==> config.mk <==
export PLATFORM = sky130hd
export DESIGN_NAME = wavegen_dual
export DESIGN_NICKNAME = d
export VERILOG_FILES = /design/src/rtl/wg_pkg.sv /design/src/rtl/wg_amp_mask.sv /design/src/rtl/wg_trig_sel.sv /design/src/rtl/wg_tri_gen.sv /design/src/rtl/wg_lfsr_gen.sv /design/src/rtl/wg_channel.sv /design/src/rtl/wavegen_dual.sv
export SDC_FILE = /design/constraint.sdc
export NUM_CORES = 1
export LEC_CHECK = 0
export ABC_AREA = 1
export BUFFER_PORTS_ARGS = -buffer_cell sky130_fd_sc_hd__buf_2
export CORE_MARGIN = 2
export CORE_UTILIZATION = 60
export DETAILED_ROUTE_END_ITERATION = 8
export GPL_TIMING_DRIVEN = 0
export PLACE_DENSITY = 0.83
export SLEW_MARGIN = 5
export SYNTH_ARGS = -nofsm -noshare
export SYNTH_HDL_FRONTEND = slang
export SYNTH_HIERARCHICAL = 1
export SYNTH_SLANG_ARGS = --single-unit
==> constraint.sdc <==
create_clock -name clk -period 4.2 [get_ports clk]
set_clock_uncertainty 0.05 [all_clocks]
set_input_delay 0.84 -clock clk [delete_from_list [all_inputs] [get_ports clk]]
set_output_delay 0.84 -clock clk [all_outputs]
set_load 0.03 [all_outputs]
==> src/rtl/wg_pkg.sv <==
package wg_pkg;

  // Width of one channel's slice of the control word.
  localparam int CH_STRIDE = 16;

  // Field positions inside a channel's control half.
  localparam int TEN_POS  = 0;
  localparam int TSEL_LSB = 1;
  localparam int TSEL_W   = 3;
  localparam int MODE_LSB = 4;
  localparam int MODE_W   = 2;
  localparam int AMP_LSB  = 6;
  localparam int AMP_W    = 4;
  localparam int CFG_USED = AMP_LSB + AMP_W;

  typedef enum logic [MODE_W-1:0] {
    WM_NONE  = 2'b00,
    WM_NOISE = 2'b01,
    WM_TRI   = 2'b10,
    WM_RSVD  = 2'b11
  } wave_mode_e;

  typedef struct packed {
    logic              trig_en;
    logic [TSEL_W-1:0] tsel;
    wave_mode_e        mode;
    logic [AMP_W-1:0]  amp;
  } chan_cfg_t;

  function automatic chan_cfg_t unpack_cfg(input logic [CFG_USED-1:0] f);
    chan_cfg_t c;
    c.trig_en = f[TEN_POS];
    c.tsel    = f[TSEL_LSB +: TSEL_W];
    c.mode    = wave_mode_e'(f[MODE_LSB +: MODE_W]);
    c.amp     = f[AMP_LSB +: AMP_W];
    return c;
  endfunction

endpackage

==> src/rtl/wg_amp_mask.sv <==
// Expands the amplitude selector n into a mask of ones in bits [n:0].
// The same mask is the triangle peak and the noise bit mask.
module wg_amp_mask #(
  parameter int DATA_W = 12
) (
  input  logic [wg_pkg::AMP_W-1:0] amp_i,
  output logic [DATA_W-1:0]        mask_o
);

  localparam int AMP_W = wg_pkg::AMP_W;

  for (genvar i = 0; i < DATA_W; i++) begin : g_bit
    if (i == 0) begin : g_lsb
      assign mask_o[i] = 1'b1;
    end else begin : g_upper
      assign mask_o[i] = (32'(amp_i) >= i);
    end
  end

  logic unused_amp;
  assign unused_amp = ^{AMP_W{1'b0}};

endmodule

==> src/rtl/wg_trig_sel.sv <==
// Picks the conversion trigger for one channel.
module wg_trig_sel #(
  parameter int N_HW = 7
) (
  input  logic                      trig_en_i,
  input  logic [wg_pkg::TSEL_W-1:0] tsel_i,
  input  logic                      sw_i,
  input  logic [N_HW-1:0]           hw_i,
  output logic                      fire_o
);

  localparam int N_SRC = 1 << wg_pkg::TSEL_W;

  logic [N_SRC-1:0] src;

  assign src[0] = sw_i;

  for (genvar k = 1; k < N_SRC; k++) begin : g_src
    if (k <= N_HW) begin : g_line
      assign src[k] = hw_i[k-1];
    end else begin : g_none
      assign src[k] = 1'b0;
    end
  end

  assign fire_o = trig_en_i & src[tsel_i];

endmodule

==> src/rtl/wg_tri_gen.sv <==
// Up/down triangle counter. term_o is the value after this cycle's step.
module wg_tri_gen #(
  parameter int DATA_W = 12
) (
  input  logic              clk,
  input  logic              rst_n,
  input  logic              clr_i,
  input  logic              step_i,
  input  logic [DATA_W-1:0] peak_i,
  output logic [DATA_W-1:0] term_o
);

  logic [DATA_W-1:0] cnt_q, cnt_d;
  logic              up_q, up_d;
  logic              cnt_en;

  always_comb begin
    cnt_d = cnt_q;
    up_d  = up_q;
    if (clr_i) begin
      cnt_d = '0;
      up_d  = 1'b1;
    end else if (step_i) begin
      if (up_q) begin
        if (cnt_q >= peak_i) begin
          up_d  = 1'b0;
          cnt_d = cnt_q - 1'b1;
        end else begin
          cnt_d = cnt_q + 1'b1;
        end
      end else begin
        if (cnt_q == '0) begin
          up_d  = 1'b1;
          cnt_d = cnt_q + 1'b1;
        end else begin
          cnt_d = cnt_q - 1'b1;
        end
      end
    end
  end

  assign cnt_en = clr_i | step_i;

  always_ff @(posedge clk or negedge rst_n) begin
    if (!rst_n) begin
      cnt_q <= '0;
      up_q  <= 1'b1;
    end else if (cnt_en) begin
      cnt_q <= cnt_d;
      up_q  <= up_d;
    end
  end

  assign term_o = cnt_d;

  AST_TRI_UNIT_STEP: assert property (@(posedge clk) disable iff (!rst_n)
    (step_i && !clr_i) |=> ((cnt_q == $past(cnt_q) + 1'b1) || (cnt_q == $past(cnt_q) - 1'b1)));
  AST_TRI_IDLE_HOLD: assert property (@(posedge clk) disable iff (!rst_n)
    (!step_i && !clr_i) |=> $stable(cnt_q));
  AST_TRI_CLEAR: assert property (@(posedge clk) disable iff (!rst_n)
    clr_i |=> (cnt_q == '0 && up_q));

endmodule

==> src/rtl/wg_lfsr_gen.sv <==
// Fibonacci shift register noise source. term_o is the masked value after the step.
module wg_lfsr_gen #(
  parameter int                DATA_W   = 12,
  parameter logic [DATA_W-1:0] SEED     = 12'hAAA,
  parameter logic [DATA_W-1:0] TAP_MASK = 12'hE08
) (
  input  logic              clk,
  input  logic              rst_n,
  input  logic              step_i,
  input  logic [DATA_W-1:0] mask_i,
  output logic [DATA_W-1:0] term_o
);

  logic [DATA_W-1:0] sr_q, sr_d;
  logic              fb;

  assign fb = ^(sr_q & TAP_MASK);

  always_comb begin
    sr_d = sr_q;
    if (step_i) begin
      sr_d = {sr_q[DATA_W-2:0], fb};
    end
  end

  always_ff @(posedge clk or negedge rst_n) begin
    if (!rst_n) begin
      sr_q <= SEED;
    end else if (step_i) begin
      sr_q <= sr_d;
    end
  end

  assign term_o = sr_d & mask_i;

  AST_LFSR_NONZERO: assert property (@(posedge clk) disable iff (!rst_n)
    sr_q != '0);
  AST_LFSR_HOLD: assert property (@(posedge clk) disable iff (!rst_n)
    !step_i |=> $stable(sr_q));

endmodule

==> src/rtl/wg_channel.sv <==
// One generator channel: trigger select, two sources, mode tracking, output register.
module wg_channel
  import wg_pkg::*;
#(
  parameter int                DATA_W = 12,
  parameter int                N_HW   = 7,
  parameter logic [DATA_W-1:0] SEED   = 12'hAAA
) (
  input  logic              clk,
  input  logic              rst_n,
  input  chan_cfg_t         cfg_i,
  input  logic [DATA_W-1:0] base_i,
  input  logic              sw_i,
  input  logic [N_HW-1:0]   hw_i,
  output logic [DATA_W-1:0] code_o
);

  logic              fire;
  logic [DATA_W-1:0] amp_mask;
  logic [DATA_W-1:0] tri_term, noise_term;
  logic [DATA_W-1:0] wave_term;
  logic              mode_chg;
  logic              tri_step, noise_step;
  wave_mode_e        mode_q;
  logic [DATA_W-1:0] code_q, code_d;
  logic              code_ld;

  wg_trig_sel #(.N_HW(N_HW)) u_trig (
    .trig_en_i (cfg_i.trig_en),
    .tsel_i    (cfg_i.tsel),
    .sw_i      (sw_i),
    .hw_i      (hw_i),
    .fire_o    (fire)
  );

  wg_amp_mask #(.DATA_W(DATA_W)) u_mask (
    .amp_i  (cfg_i.amp),
    .mask_o (amp_mask)
  );

  assign mode_chg   = (cfg_i.mode != mode_q);
  assign tri_step   = fire && (cfg_i.mode == WM_TRI) && !mode_chg;
  assign noise_step = fire && (cfg_i.mode == WM_NOISE);

  wg_tri_gen #(.DATA_W(DATA_W)) u_tri (
    .clk    (clk),
    .rst_n  (rst_n),
    .clr_i  (mode_chg),
    .step_i (tri_step),
    .peak_i (amp_mask),
    .term_o (tri_term)
  );

  wg_lfsr_gen #(.DATA_W(DATA_W), .SEED(SEED)) u_lfsr (
    .clk    (clk),
    .rst_n  (rst_n),
    .step_i (noise_step),
    .mask_i (amp_mask),
    .term_o (noise_term)
  );

  always_comb begin
    wave_term = '0;
    if (cfg_i.trig_en) begin
      unique case (cfg_i.mode)
        WM_TRI:   wave_term = tri_term;
        WM_NOISE: wave_term = noise_term;
        default:  wave_term = '0;
      endcase
    end
  end

  assign code_d  = base_i + wave_term;
  assign code_ld = !cfg_i.trig_en || fire;

  always_ff @(posedge clk or negedge rst_n) begin
    if (!rst_n) begin
      mode_q <= WM_NONE;
    end else begin
      mode_q <= cfg_i.mode;
    end
  end

  always_ff @(posedge clk or negedge rst_n) begin
    if (!rst_n) begin
      code_q <= '0;
    end else if (code_ld) begin
      code_q <= code_d;
    end
  end

  assign code_o = code_q;

  AST_FIRE_NEEDS_EN: assert property (@(posedge clk) disable iff (!rst_n)
    fire |-> cfg_i.trig_en);
  AST_OUT_HOLD: assert property (@(posedge clk) disable iff (!rst_n)
    (cfg_i.trig_en && !fire) |=> $stable(code_q));
  AST_OUT_FOLLOW: assert property (@(posedge clk) disable iff (!rst_n)
    !cfg_i.trig_en |=> (code_q == $past(base_i)));
  AST_PLAIN_LOAD: assert property (@(posedge clk) disable iff (!rst_n)
    (fire && (cfg_i.mode == WM_NONE || cfg_i.mode == WM_RSVD)) |=> (code_q == $past(base_i)));

endmodule

==> src/rtl/wavegen_dual.sv <==
// Multi-channel DAC waveform generator top.
module wavegen_dual #(
  parameter int                DATA_W    = 12,
  parameter int                NUM_CH    = 2,
  parameter int                N_HW_TRIG = 7,
  parameter logic [DATA_W-1:0] SEED      = 12'hAAA
) (
  input  logic                                 clk,
  input  logic                                 rst_n,
  input  logic [NUM_CH*wg_pkg::CH_STRIDE-1:0]  ctrl_i,
  input  logic [NUM_CH*DATA_W-1:0]             base_i,
  input  logic [NUM_CH-1:0]                    sw_trig_i,
  input  logic [N_HW_TRIG-1:0]                 hw_trig_i,
  output logic [NUM_CH*DATA_W-1:0]             code_o
);

  localparam int STRIDE = wg_pkg::CH_STRIDE;
  localparam int USED   = wg_pkg::CFG_USED;
  localparam int RSVD_W = STRIDE - USED;

  // Reset: asserted asynchronously, released on a clock edge.
  logic rst_meta_q, rst_sync_q;

  always_ff @(posedge clk or negedge rst_n) begin
    if (!rst_n) begin
      rst_meta_q <= 1'b0;
      rst_sync_q <= 1'b0;
    end else begin
      rst_meta_q <= 1'b1;
      rst_sync_q <= rst_meta_q;
    end
  end

  logic [NUM_CH-1:0] unused_rsvd;

  for (genvar c = 0; c < NUM_CH; c++) begin : g_ch
    wg_pkg::chan_cfg_t cfg;

    assign cfg            = wg_pkg::unpack_cfg(ctrl_i[c*STRIDE +: USED]);
    assign unused_rsvd[c] = ^ctrl_i[c*STRIDE+USED +: RSVD_W];

    wg_channel #(
      .DATA_W (DATA_W),
      .N_HW   (N_HW_TRIG),
      .SEED   (SEED)
    ) u_chan (
      .clk    (clk),
      .rst_n  (rst_sync_q),
      .cfg_i  (cfg),
      .base_i (base_i[c*DATA_W +: DATA_W]),
      .sw_i   (sw_trig_i[c]),
      .hw_i   (hw_trig_i),
      .code_o (code_o[c*DATA_W +: DATA_W])
    );
  end

endmodule

; ---- After elaboration in Yosys (flattened, before gate mapping)
; Index checks and enable logic that the tools add are counted.
[totals]
regBits = 80
input_bits = 67
output_inout_bits = 24
wordCells = 106
[classes]
addsub = 6
order_cmp = 26
eq_ne = 6
muxes = 30
bitwise = 6
n_reduce_logical = 20
[ops]
columns = cell, count
row1 = 12-bit 2-to-1 mux, 14
row2 = 12-bit one-hot mux with 2 select lines, 2
row3 = "4-bit by 3-bit >= comparator with 1-bit output, second input constant", 8
row4 = "4-bit >= comparator, second input constant", 8
row5 = "12-bit by 1-bit adder with 12-bit output, second input constant", 2
row6 = 12-bit adder, 2
row7 = 12-bit bitwise AND, 2
row8 = 12-bit >= comparator, 2
row9 = 12-bit logical NOT, 2
row10 = 12-bit parity, 2
row11 = "12-bit by 1-bit subtractor with 12-bit output, second input constant", 2
row12 = "4-bit by 2-bit >= comparator with 1-bit output, second input constant", 4
row13 = 1-bit 2-to-1 mux, 12
row14 = "4-bit by 1-bit >= comparator with 1-bit output, second input constant", 2
row15 = "3-bit by 4-bit < comparator with 1-bit output, second input constant", 2
row16 = 1-bit binary-select mux with 3-bit select, 2
row17 = 1-bit logical AND, 6
row18 = "2-bit by 1-bit == test with 1-bit output, second input constant", 2
row19 = "2-bit == test, second input constant", 2
row20 = 1-bit logical NOT, 4
row21 = 2-bit != test, 2
row22 = 2-bit AND reduction, 2
row23 = 2-bit nonzero test, 2
row24 = 1-bit bitwise AND, 2
row25 = 2 further kinds, 4

; ---- Longest topological paths before layout
[logic_depth]
ltp_word = 10
depth_mapped = 30
mapped_depth_nobuf = 30

; ---- Cells and area by module
; The synthesis kept the hierarchy.
[by_module_without_submodules]
columns = mod, instances, cells_each, area_per_inst_um2, seq_area_each_um2
row1 = wg_tri_gen, 2, 220, 1497.7, 326.6
row2 = wg_channel, 2, 224, 1377.6, 350.3
row3 = wg_lfsr_gen, 2, 78, 624.3, 307.8
row4 = wg_trig_sel, 2, 27, 107.6, 0.0
row5 = wg_amp_mask, 2, 24, 106.4, 0.0
row6 = wavegen_dual, 1, 3, 53.8, 50.0

; ---- Least setup slack after synthesis
; Ideal clock, no wire load.
[synth_path]
path_kind = input-to-reg
start = in ctrl_i[7] (netlist bit)
end = reg g_ch[0].u_chan.code_q[10]
setup_time_ns = 0.119
arrival_ns = 3.365
t_required_ns = 4.031
path_slack_ns = 0.666
stages = 24
n_path_buf = 1
path_cell_list = nand2_1 > a21oi_2 > inv_1 > ha_1 > nand2_1 > nor2_1 > nand2_1 > nor2_1 > nand2_1 > nand2_2 > nand2_4 > buf_6 > o21ai_1 > nand2_1 > o21ai_0 > nand2_1 > a21oi_1 > ha_1 > nand2_1 > inv_1 > a21oi_1 > nand4_1 > nand3_1 > nand2_1
[synth_via]
elab_chain_cells = 9
word_cells_on_any_way = 20
cone_classes = add/sub (1) / order compare (12) / mux (6) / bitwise (1)
[synth_rtl]
columns = item, line
row1 = "start, declared", wavegen_dual.sv:10  ; input logic [NUM_CH*wg_pkg::CH_STRIDE-1:0] ctrl_i,
row2 = 4-bit >= comparator, wg_amp_mask.sv:16  ; assign mask_o[i] = (32'(amp_i) >= i);
row3 = via g_ch[0].u_chan.amp_mask[11], wg_channel.sv:19  ; logic [DATA_W-1:0] amp_mask;
row4 = 12-bit >= comparator, wg_tri_gen.sv:25  ; if (cnt_q >= peak_i) begin
row5 = 12-bit 2-to-1 mux, wg_tri_gen.sv:25
row6 = 12-bit 2-to-1 mux, wg_tri_gen.sv:24  ; if (up_q) begin
row7 = 12-bit 2-to-1 mux, wg_tri_gen.sv:23  ; end else if (step_i) begin
row8 = 12-bit 2-to-1 mux, wg_tri_gen.sv:20  ; if (clr_i) begin
row9 = via g_ch[0].u_chan.tri_term[8], wg_channel.sv:20  ; logic [DATA_W-1:0] tri_term, noise_term;
row10 = 12-bit one-hot mux with 2 select lines, wg_channel.sv:65  ; unique case (cfg_i.mode)
row11 = 12-bit 2-to-1 mux, wg_channel.sv:64  ; if (cfg_i.trig_en) begin
row12 = 12-bit adder, wg_channel.sv:73  ; assign code_d = base_i + wave_term;
row13 = "end signal, assigned", wg_channel.sv:88  ; code_q <= code_d;
row14 = "end, declared", wg_channel.sv:25  ; logic [DATA_W-1:0] code_q, code_d;
; The timed path passes the listed nets, and every way through them passes these cells.
; A chain may end at the register's enable or synchronous reset.

; ---- Worst setup path after layout
[layout_path]
start = in ctrl_i[9] (netlist bit)
end = reg g_ch[0].u_chan.code_q[8]
; The elaborated chain is that of the path after synthesis.

==> summary.txt <==
Run status
  – Status: complete, no violations

Global routing
  – Total global routing overflow: 0
  – Initial antenna violation count: 0
  – GRT Util Overall: just over 30%
  – Largest net degree at the start of global routing: 54
  – First-pass GRT wire length: roughly 32,000 µm
  – Vias in the first global route: 6,846

Placement
  – Placed Instances: ~1,400
  – RD Place Congestion: around 0.94
  – DP Wirelength: about 15,000 µm
  – Port Buffers: 78
  – Cell Area, Placed: between 0.008 and 0.009 mm²

Timing
  – Final setup fails: 0
  – Fin. Hold Viols: 0
  – Fmax achieved: 253 MHz
  – Min cycle time layout: 3950 ps
  – Fin. max-slew vios: 0
  – Tcrit/Tclk final: 94.1%

Pwr
  – Max IR drop VDD: just over 0.2 mV
  – PD cells: between 200 and 250 mW/mm²
  – Leak: about 4.8 nW

Critical path
  – WP data arrival: 4130 ps
  – CP max stage delay: around 330 ps
  – Crit path buf inv count: 4
  – CP required: around 4400 ps
  – Crit-path leading delay family: simple AND/OR/NAND/NOR gates
  – CP Class: input pin to flop
  – Slowest cell on crit path: ha_2
  – CP startpoint kind: input pin
  – Critical Path Most Common Cell: nand2_1
  – CP Capture Type: flop
  – Critical path fanouts, max: 10

Clocking
  – Worst-case clock buffer depth: 2
  – Num CTS Buffers: 9
  – Worst-path clk slew: roughly 60 ps
  – Number of H-tree levels: 3
  – Root Buffer: clkbuf_16
  – CTS tree: yes
  – CTS Hold Buffers Added: 0
  – Clock insertion delay at the later pin of the skew report: 350 ps
  – Sink Count: 80
  – Postcts setup bufs: 0

Synth
  – Synth Register Bits: 80
  – Netlist Area Pre-Place: 0.00748 mm²
  – Mapped Avg Cell Area: about 6.5 µm²
  – Post-Syn Nets: approximately 1,300
  – Synth top area share: 22.1%
  – Ys flop type: dfrtp_1
  – Seq/Total Area, Yosys: 27.0%
  – Async set-reset flop share out of synthesis: between 90% and 100%
  – Yosys warnings: 6
  – Post-synth cell types: 37
  – Post-synth EDFFs: 0
  – Cells after Synth: approximately 1,100
  – Post-synth top area cell: dfrtp_1
  – Synth top area cells: dfrtp_1 22%, nand2_1 21%, ha_1 9.4%

Die
  – Starting density of the core: around 62%
  – Io pins: between 90 and 100
  – FP Rows: 40
  – Core Area: 0.0121 mm²
  – Die Y: 116 µm
  – Die footprint: approximately 0.013 mm²
  – Die Wd: between 100 and 150 µm

Finish
  – Fill cells: 1,046
  – Nets: between 1,000 and 1,500
  – Final Non-Filler Cells: 1,411
  – Finished Cell Area: between 0.008 and 0.009 mm²
  – Antenna diodes: 0
  – Share of layout cells above drive strength 1: around 16%
  – Synth-to-Final Area Change: 14.2%

Drt
  – DRT iter0 DRCs: roughly 600
  – Routed vias/inst: ~5.3
  – Routed Antenna Nets: 0
  – DRC: 0
  – Max Used Layer: met4
  – Vias: around 7,500
  – Mean routed wirelength per cell: between 10 and 15 µm
  – Met3 routed WL: 1530 µm
  – Drt first pass iters: 5
  – Met1 WL: between 8000 and 9000 µm
  – Met2 wire len: roughly 8700 µm
  – Final WL: between 15,000 and 20,000 µm

Run
  – Max Cap Viol: 0

Hold path
  – Min-Delay Path Class: flop to async pin
[synth_stat cells, types with 6 or more instances]
cell      number
a21oi_1       48
nand3_2        8
o21ai_0       40
nand2_1      414
nor2_1        74
dfrtp_1       66
nor3_2         6
inv_2         12
xnor2_1        8
inv_1        164
a21boi_0      22
nand4_1       20
o21ai_1       30
nor2_4         6
nand2_2        8
dfstp_2       14
buf_6          6
clkbuf_1       8
nand3_1       70
xor2_1        24
ha_1          56
[layer usage]
| metal | track usage, % | up-vias |
|---|---|---|
| li1 | - | 3810 |
| met1 | 43.9 | 3420 |
| met2 | 47.3 | 245 |
| met3 | 5.39 | 24 |
| met4 | 7.78 | 0 |
| met5 | 0 | - |
[layout by cell type, fill, tap and decap left out, types with 7 or more instances in the layout]
cell,instances
o21ai_0,37
o21ai_1,32
dfstp_2,14
a21oi_1,38
dfrtp_1,65
nand4_1,20
nor2_2,10
clkbuf_16,9
inv_1,164
inv_2,12
buf_2,82
nand3_2,8
a21oi_2,12
xor2_1,24
clkbuf_1,7
nand2_1,414
xnor2_1,8
a21boi_0,22
nor2_1,68
ha_1,52
nand3_1,70
[worst register-to-register path: stages (launching register included)]
cell     delay, ps
dfrtp_1        420
inv_1          210
ha_1           280
nand2_1         60
nand3_1        100
nand2_1         80
nand2_1         50
nand2_1        100
nand2_4        100
nand2_4        130
buf_6          150
nand2_1         50
o21ai_1         60
nand2_1         80
o21ai_1        110
nand2_1         80
a21oi_1        270
ha_1           350
nand2_1        130
nand2_1         60
nand2_1         50
nand2_1         50
nand2_1         80
nand4_1         80
nand3_1        130
nand2_1         60
[sequential cells by signal (all words and copies together) (netlist names)]
register                 cells
rst_sync_q                   1
g_ch.u_chan/code_o          24
g_ch.u_chan/u_tri/cnt_q     24
g_ch.u_chan/mode_q           4
rst_meta_q                   1
g_ch.u_chan/u_lfsr/sr_q     24
g_ch.u_chan/u_tri/up_q       2
[cell type report]
type                    count  area, µm²  share of cell area [%]
multi-input cells         869       4740                    55.5
flip-flops and latches     80       2020                    23.7
inverters                 178        668                    7.82
repair buffers             79        418                    4.89
clock buffers              12        267                    3.12
well taps                 168        210                    2.46
plain buffers              21        144                    1.68
clock inverters             4       75.1                   0.879
[worst paths after layout]
check	startpoint	cells after the start	endpoint	slack (ps)
worst max-delay path	ctrl_i[9]	27	g_ch[0].u_chan/code_o[8]$_DFFE_PN0P_	250
worst min-delay path	rst_sync_q$_DFF_PN0_	0	g_ch[1].u_chan/code_o[7]$_DFFE_PN0P_	200
worst max register to register	g_ch[0].u_chan/u_tri/cnt_q[0]$_DFFE_PN0P_	25	g_ch[0].u_chan/code_o[9]$_DFFE_PN0P_	740
worst min register to register	rst_sync_q$_DFF_PN0_	0	g_ch[1].u_chan/code_o[7]$_DFFE_PN0P_	200
max in group asynchronous	rst_sync_q$_DFF_PN0_	1	g_ch[1].u_chan/u_lfsr/sr_q[1]$_DFFE_PN1P_	3230
min in group clk	rst_meta_q$_DFF_PN0_	0	rst_sync_q$_DFF_PN0_	310
[power breakdown]
part / leakage [nW] / switching (mW) / internal [mW] / total (mW)
sequential: 1.00 / 0.0196 / 0.800 / 0.820
combinational: 3.63 / 0.240 / 0.112 / 0.352
clock: 0.161 / 0.330 / 0.570 / 0.900
[logic make-up (layout without fill, tap and decap cells)]
kind of cell | count (synthesis) | after routing | share of synthesized area (%)
AND/OR/NAND/NOR | 628 | 628 | 37.4
buffers and inverters | 200 | 294 | 10.9
AO/OA/AOI/OAI | 148 | 148 | 10.9
flip-flops | 80 | 80 | 27.0
adder cells (fa/ha/maj) | 58 | 58 | 9.90
XOR/XNOR | 32 | 32 | 3.75
other | 3 | 3 | 0.151
[metrics by stage]
step	utilization (%)	setup TNS (ps)	power, mW	worst slack [ps]	hold slack [ps]
after CTS	69.8	0	2.08	107	209
final	70.5	0	2.07	247	203
after floorplan	-	0	1.06	666	281
after detailed placement	67.0	-1260	1.18	-229	210
after global routing	70.5	-13.0	2.17	-11.4	206
after global placement	66.7	-750	1.17	-137	291
[timing repair]
action	in CTS	in global routing
gates resized for setup	0	28
endpoints found under the hold margin	0	0
endpoints found under the setup margin	0	17
Power figures use the tool's default switching activity.
